**src/rtl/rx_drop_pkg.sv**
```systemverilog
package rx_drop_pkg;
  localparam int WORD_W      = 32;
  localparam int MISS_W_DEF  = 16;
  localparam int FIFO_W_DEF  = 11;
endpackage

```
**src/rtl/drop_sat_counter.sv**
```systemverilog
module drop_sat_counter #(
  parameter int W = 16
) (
  input  logic         clk_i,
  input  logic         rst_ni,
  input  logic         evt_i,
  input  logic         clr_i,
  output logic [W-1:0] cnt_o,
  output logic         ovf_o,
  output logic         at_max_o
);
  localparam logic [W-1:0] CNT_MAX = '1;

  function automatic logic [W-1:0] next_cnt(input logic [W-1:0] c,
                                            input logic e, input logic clr);
    if (clr) return {{(W-1){1'b0}}, e};
    if (e && (c != CNT_MAX)) return c + 1'b1;
    return c;
  endfunction

  function automatic logic next_ovf(input logic f, input logic [W-1:0] c,
                                    input logic e, input logic clr);
    if (clr) return 1'b0;
    return f | (e && (c == CNT_MAX));
  endfunction

  logic [W-1:0] cnt_q;
  logic         ovf_q;
  logic         sat_evt;   // event that arrives while already saturated
  logic         step_evt;  // event that moves the count

  assign at_max_o = (cnt_q == CNT_MAX);
  assign sat_evt  = evt_i && at_max_o && !clr_i;
  assign step_evt = evt_i && !at_max_o && !clr_i;

  always_ff @(posedge clk_i or negedge rst_ni) begin
    if (!rst_ni) begin
      cnt_q <= '0;
      ovf_q <= 1'b0;
    end else begin
      cnt_q <= next_cnt(cnt_q, evt_i, clr_i);
      ovf_q <= next_ovf(ovf_q, cnt_q, evt_i, clr_i);
    end
  end

  assign cnt_o = cnt_q;
  assign ovf_o = ovf_q;

  // an unsaturated event moves the count by one
  p_step_r2: assert property (@(posedge clk_i) disable iff (!rst_ni)
    step_evt |=> (cnt_o == $past(cnt_o) + 1'b1));
  // saturated count holds, flag rises
  p_sat_hold_r4: assert property (@(posedge clk_i) disable iff (!rst_ni)
    (at_max_o && !clr_i) |=> at_max_o);
  p_ovf_set_r5: assert property (@(posedge clk_i) disable iff (!rst_ni)
    sat_evt |=> ovf_o);
  p_ovf_sticky_r4: assert property (@(posedge clk_i) disable iff (!rst_ni)
    (ovf_o && !clr_i) |=> ovf_o);
  // clear leaves only the coincident event
  p_clear_r6: assert property (@(posedge clk_i) disable iff (!rst_ni)
    clr_i |=> (!ovf_o && (cnt_o == {{(W-1){1'b0}}, $past(evt_i)})));
  // flag only rises on a saturated event
  p_ovf_cause_r4: assert property (@(posedge clk_i) disable iff (!rst_ni)
    $rose(ovf_o) |-> $past(sat_evt));
endmodule

```
**src/rtl/drop_word_pack.sv**
```systemverilog
module drop_word_pack #(
  parameter int WORD_W = 32,
  parameter int A_W    = 16,
  parameter int B_W    = 11
) (
  input  logic [A_W-1:0]    a_cnt_i,
  input  logic              a_ovf_i,
  input  logic [B_W-1:0]    b_cnt_i,
  input  logic              b_ovf_i,
  output logic [WORD_W-1:0] word_o
);
  localparam int A_OVF = A_W;
  localparam int B_LSB = A_W + 1;
  localparam int B_OVF = B_LSB + B_W;

  always_comb begin
    word_o = '0;
    word_o[A_W-1:0]         = a_cnt_i;
    word_o[A_OVF]           = a_ovf_i;
    word_o[B_LSB +: B_W]    = b_cnt_i;
    word_o[B_OVF]           = b_ovf_i;
  end
endmodule

```
**src/rtl/rx_drop_counters.sv**
```systemverilog
module rx_drop_counters
  import rx_drop_pkg::*;
#(
  parameter int MISS_W = MISS_W_DEF,
  parameter int FIFO_W = FIFO_W_DEF
) (
  input  logic              clk_i,
  input  logic              rst_ni,
  input  logic              miss_evt_i,
  input  logic              fifo_evt_i,
  input  logic              rd_i,
  output logic [WORD_W-1:0] status_o
);
  localparam int FIFO_LSB = MISS_W + 1;

  logic [MISS_W-1:0] miss_cnt;
  logic [FIFO_W-1:0] fifo_cnt;
  logic              miss_ovf, fifo_ovf;
  logic              miss_max, fifo_max;
  logic              both_step; // both counters advance this cycle

  drop_sat_counter #(.W(MISS_W)) u_miss (
    .clk_i(clk_i), .rst_ni(rst_ni), .evt_i(miss_evt_i), .clr_i(rd_i),
    .cnt_o(miss_cnt), .ovf_o(miss_ovf), .at_max_o(miss_max));

  drop_sat_counter #(.W(FIFO_W)) u_fifo (
    .clk_i(clk_i), .rst_ni(rst_ni), .evt_i(fifo_evt_i), .clr_i(rd_i),
    .cnt_o(fifo_cnt), .ovf_o(fifo_ovf), .at_max_o(fifo_max));

  drop_word_pack #(.WORD_W(WORD_W), .A_W(MISS_W), .B_W(FIFO_W)) u_pack (
    .a_cnt_i(miss_cnt), .a_ovf_i(miss_ovf),
    .b_cnt_i(fifo_cnt), .b_ovf_i(fifo_ovf),
    .word_o(status_o));

  assign both_step = miss_evt_i && fifo_evt_i && !rd_i && !miss_max && !fifo_max;

  // simultaneous events advance both fields of the word
  p_both_r8: assert property (@(posedge clk_i) disable iff (!rst_ni)
    both_step |=> ((status_o[MISS_W-1:0] == $past(status_o[MISS_W-1:0]) + 1'b1) &&
                   (status_o[FIFO_LSB +: FIFO_W] == $past(status_o[FIFO_LSB +: FIFO_W]) + 1'b1)));
  // quiet cycle keeps the word
  p_idle_r2: assert property (@(posedge clk_i) disable iff (!rst_ni)
    (!miss_evt_i && !fifo_evt_i && !rd_i) |=> $stable(status_o));
endmodule

```
**config.mk**
```make
export PLATFORM = sky130hd
export DESIGN_NAME = rx_drop_counters
export DESIGN_NICKNAME = d
export VERILOG_FILES = /design/src/rtl/rx_drop_pkg.sv /design/src/rtl/drop_sat_counter.sv /design/src/rtl/drop_word_pack.sv /design/src/rtl/rx_drop_counters.sv
export SDC_FILE = /design/constraint.sdc
export NUM_CORES = 1
export LEC_CHECK = 0
export BUFFER_PORTS_ARGS = -buffer_cell sky130_fd_sc_hd__buf_4
export CAP_MARGIN = 20
export CORE_AREA = 2 2 61 63
export CTS_CLUSTER_DIAMETER = 100
export DETAILED_ROUTE_END_ITERATION = 6
export DIE_AREA = 0 0 63 65
export HOLD_SLACK_MARGIN = 0.05
export PLACE_DENSITY = 0.77
export SLEW_MARGIN = 25
export SYNTH_ARGS = -nofsm -noshare
export SYNTH_HDL_FRONTEND = slang
export SYNTH_SLANG_ARGS = --single-unit
```
**constraint.sdc**
```tcl
create_clock -name clk_i -period 1.6 [get_ports clk_i]
set_input_delay 0.32 -clock clk_i [delete_from_list [all_inputs] [get_ports clk_i]]
set_output_delay 0.32 -clock clk_i [all_outputs]
set_load 0.02 [all_outputs]
```
# ---- After elaboration in Yosys (flattened, before gate mapping)
# Cells that the tools add are included.
dict set report totals {
  register_bits 29
  out_inout_bits 32
}
dict set report classes {
  addsub 2
  n_eq_ne 4
  mux 16
  n_bitwise 2
  reduce_logical 6
}
# operator n
set ops {}
lappend ops {{16-bit 2-to-1 mux} 4}
lappend ops {{11-bit 2-to-1 mux} 4}
lappend ops {{16-bit by 1-bit adder with 16-bit output (second input constant)} 1}
lappend ops {{16-bit equality test (second input constant)} 1}
lappend ops {{16-bit != test (second input constant)} 1}
lappend ops {{11-bit by 1-bit adder with 11-bit output (second input constant)} 1}
lappend ops {{11-bit equality test (second input constant)} 1}
lappend ops {{11-bit != test (second input constant)} 1}
lappend ops {{1-bit 2-to-1 mux} 8}
lappend ops {{1-bit logical AND} 4}
lappend ops {{2-bit nonzero test} 2}
lappend ops {{1-bit bitwise OR} 2}

# ---- Longest topological paths before layout
dict set report logic_depth {
  ltp_word 6
  depth_mapped 6
  mapped_depth_nobuf 5
}

# ---- Modules after synthesis
# Synthesis repeated with hierarchy kept, for this count alone.
dict set report unflattened {
  hier_cells 208
  area_unflattened_um2 1908.1
}
# module n_inst cells_per_inst area_per_inst_um2 seq_area_each_um2
set modules_own_cells {}
lappend modules_own_cells {{drop_sat_counter at u_miss} 1 112 996.0 425.4}
lappend modules_own_cells {{drop_sat_counter at u_fifo} 1 63 668.1 300.3}
lappend modules_own_cells {drop_word_pack 1 33 244.0 0.0}

# ---- Least setup slack after synthesis
# Ideal clock, no wire load.
dict set report synth_path {
  kind {reg2reg}
  startpoint {register u_miss.cnt_q[0], in the netlist u_miss.cnt_o[0]}
  endpoint {register u_miss.cnt_q[14], in the netlist u_miss.cnt_o[14]}
  setup_ps 125
  t_arrival_ps 1685
  setup_slack_ps -209
  stages_incl_launch_ff 6
  path_buffers 0
  synth_period_minus_slack_ps 1809
  cell_sequence {dfrtp_1 > ha_1 > nand4_1 > nor4b_1 > nand3_1 > mux2_2}
}
dict set report synth_between {
  elab_chain_len 5
}
# element line
set synth_rtl {}
lappend synth_rtl {{start, declared} drop_sat_counter.sv:27} ;# logic [W-1:0] cnt_q;
lappend synth_rtl {{start signal, assigned} drop_sat_counter.sv:41} ;# cnt_q <= next_cnt(cnt_q, evt_i, clr_i);
lappend synth_rtl {{parallel branches: the longest is 5 deep, another holds 16-bit by 1-bit adder with 16-bit output} -}
# Parallel ways; which one is timed is not known. The select of a mux whose other input is x is not followed.
# A chain may end at the register's enable or synchronous reset.

# ---- Worst setup path in the final report
dict set report layout_path {
  startpoint {register u_miss.cnt_q[3], in the netlist u_miss.cnt_o[3]}
  endpoint {register u_miss.cnt_q[14], in the netlist u_miss.cnt_o[14]}
}
# The elaborated chain is that of the path after synthesis.

==> flow_metrics.py <==
metrics = {
    "clocking": {
        "clock_latency_ns": 0.35,
        "cts_buffer_depth": 2,
        "htreeDepth": 2,
        "cts-root-buf": "clkbuf_4",
        "clkSinkCount": 29,
        "cts_made_buffers": 5,
        "cts_tree": "done",
        "clk_pin_slew_ns": 0.10,
    },
    "critical_path": {
        "cp_top_family": "simple AND/OR/NAND/NOR gates",
        "critPathKind": "flip-flop to flip-flop",
        "cp_max_fo": 5,
        "arrival_ns": 1.86,
        "endpoint_kind": "flip-flop",
        "crit_chain": "buf_4, nand4_1, nor4b_4, nand3_1, mux2_2",
        "critical_path_buf_inv_count": 1,
        "cpPeakStageDelay_ns": 0.43,
        "critPathLaunchType": "flip-flop",
        "slowest_stage": "dfrtp_2",
        "crit_required_ns": 1.83,
    },
    "yosys": {
        "synth_warnings": 0,
        "synthTopCellsByCount": "29 x dfrtp_1, 19 x nor2_1, 17 x a21oi_1, 11 x nand4_1",
        "yosysTopAreaCell": "dfrtp_1",
        "synth_seq_cells": 29,
        "async_flop_share_pct": 100.0,
        "ys.flop_type": "dfrtp_1",
        "synth_edf_count": 0,
        "synthesis.instances": 165,
        "netlist.area_leader.share_pct": 46.14,
        "synthTopCellsByArea": "dfrtp_1 46%, a21oi_1 5.4%, nor2_1 4.5%",
        "synth_area_um2": 1573,
        "avgSynthCellArea_um2": 9.532,
        "synth.most_common_cell": "dfrtp_1",
        "seq_area_frac_synth_pct": 46.14,
        "ys_types": 41,
    },
    "drt": {
        "vias_per_cell": 5.470,
        "drc": 0,
        "vias": 1548,
        "drtPass1Iterations": 4,
        "first_iter_violations": 114,
        "final_antenna_net_count": 0,
        "drt_wl_total_um": 4136,
        "wl_per_cell_um": 14.61,
    },
    "final_layout": {
        "post-route-util_pct": 64.53,
        "diodes": 0,
        "fin_nets": 241,
        "drive_above_1_share_pct": 45.11,
        "stdcell_area_um2": 2256,
        "fillCellCount": 295,
        "layout.cells.non_filler": 283,
        "synthToLayoutAreaGrowth_pct": 43.44,
    },
    "timing": {
        "setup_viol": 1,
        "fin_crit_sh_pct": 101.8,
        "hold_viol": 0,
        "period_minus_slack_ns": 1.629,
        "max_freq_mhz": 613.8,
        "grt_setup_unrepaired": "true",
        "setup_ws_ns": -0.02925,
        "final_max_slew_viol_count": 0,
        "fin_worst_skew_ns": 0.01526,
    },
    "die": {
        "start_util_pct": 44.99,
        "pin_count": 37,
        "core-area_um2": 3496,
        "die_area_um2": 4095,
        "die_width_um": 63,
        "die_height_um": 65,
        "rows": 22,
    },
    "power_and_ir_drop": {
        "p_per_area_nw_per_um2": 597.5,
        "vdd_drop_max_v": 0.0004138,
        "p_leak_nw": 1.049,
    },
    "run_status": {
        "status": "complete, but fails checks",
        "violations": "setup timing",
    },
    "worst_hold_path": {
        "hp-class": "primary input to flip-flop",
    },
    "job": {
        "maxCapViolations": 0,
    },
    "grt": {
        "grt_max_degree": 30,
        "grt_pass1_vias": 1362,
        "grt_usage_pct": 19.30,
        "grt_pass1_wl_um": 6120,
        "grt-ovfl-total": 0,
        "use_met1_pct": 23.61,
        "grt_use_met3_pct": 5.903,
        "use_met2_pct": 32.45,
        "antenna_found_initial": 0,
        "busiest_layer": "met2",
    },
    "placed_design": {
        "place_hpwl_um": 2644,
        "portBuffers": 33,
        "placed_area_um2": 2023,
        "place_ws_ns": 0.0007899,
        "gp_congestion": 0.8958,
        "placedCellCount": 261,
    },
}
-- tightest hold or removal path: stages --
cell and delay, ns:
buf_4 0.14, nand3_1 0.06, a21oi_1 0.05
-- cell usage in the layout (no fill, tap or decap), types with 2 or more instances in the layout --
master     instances
nor3_1             7
conb_1             3
buf_4             69
and4_1             3
inv_1              4
o211a_1            2
or3_1              2
nand3b_1           2
xnor2_1            3
mux2_2             2
mux2i_1            2
a211oi_1           3
o2111ai_1          2
xor2_1             2
clkbuf_4           5
a21oi_1           17
nor2b_1            2
clkinv_2           2
a211oi_2           2
nor2_1            19
nand2_1            6
nand4_1           11
and3_1             4
a31oi_1            2
dfrtp_1           16
nor4_4             2
dfrtp_2           13
nand3_1            5
o21ai_0            2
-- layer usage --
layer | vias up | routed length (um)
li1 | 752 | -
met1 | 759 | 1775
met2 | 34 | 2146
met3 | 3 | 179
met4 | 0 | 35
met5 | - | 0
-- kinds of logic (layout without fill, tap and decap cells) --
family,Yosys count,in the layout,share of synthesized area [%]
compound gates,38,38,15.75
flops,29,29,46.14
xor+xnor,5,5,2.785
buf+inv,14,82,4.852
simple gates,72,72,25.94
other cells,1,3,0.2384
fa+ha+maj,2,2,1.591
mux,4,4,2.705
-- state kept, by name, indices dropped and copies added (netlist names) --
name / flops
u_fifo.ovf_o: 1
u_miss.ovf_o: 1
u_miss.cnt_o: 16
u_fifo.cnt_o: 11
-- area by class of cell --
| class | count | area (um2) | share of cell area, % |
|---|---|---|---|
| Sequential cell | 29 | 742.0 | 32.89 |
| Multi-Input combinational cell | 124 | 859.6 | 38.10 |
| Clock buffer | 6 | 41.29 | 1.830 |
| Timing Repair Buffer | 70 | 528.0 | 23.41 |
| Inverter | 4 | 15.01 | 0.6656 |
| Tap cell | 48 | 60.06 | 2.662 |
| Clock inverter | 2 | 10.01 | 0.4437 |
-- where the power goes --
part,leakage (nW),internal [mW],switching [mW]
Sequential,0.378,0.746,0.0143
Combinational,0.639,0.0615,0.0892
Clock,0.0320,0.167,0.270
Total,1.05,0.974,0.374
-- per-stage QoR --
stage / hold slack, ns / TNS (ns) / power (mW)
floorplan: 0.02441 / -0.02934 / 0.8483
finish: 0.2571 / -0.02925 / 1.348
detailed placement: 0.2652 / 0 / 0.9120
global placement: 0.2586 / 0 / 0.9086
CTS: 0.2453 / 0 / 1.356
global route: 0.2592 / -0.2160 / 1.417
-- repair_timing --
item,in CTS,in global routing
hold buffers,1,0
pin swaps,0,7
setup buffers,0,13
setup endpoints to repair,2,13
resized for setup,1,14
hold endpoints to repair,29,0
-- worst paths after layout --
path / slack [ns] / cells past startpoint / endpoint / from
min reg2reg: 0.51 / 2 / u_miss.ovf_o / u_miss.ovf_o
min: 0.26 / 3 / u_fifo.cnt_o[1] / fifo_evt_i
max reg2reg: -0.03 / 5 / u_miss.cnt_o[14] / u_miss.cnt_o[3]
min in group asynchronous: 0.43 / 2 / u_fifo.cnt_o[7] / rst_ni
max in group asynchronous: 0.86 / 2 / u_miss.cnt_o[11] / rst_ni
max: -0.03 / 5 / u_miss.cnt_o[14] / u_miss.cnt_o[3]
(Power assumes the default switching activity.)
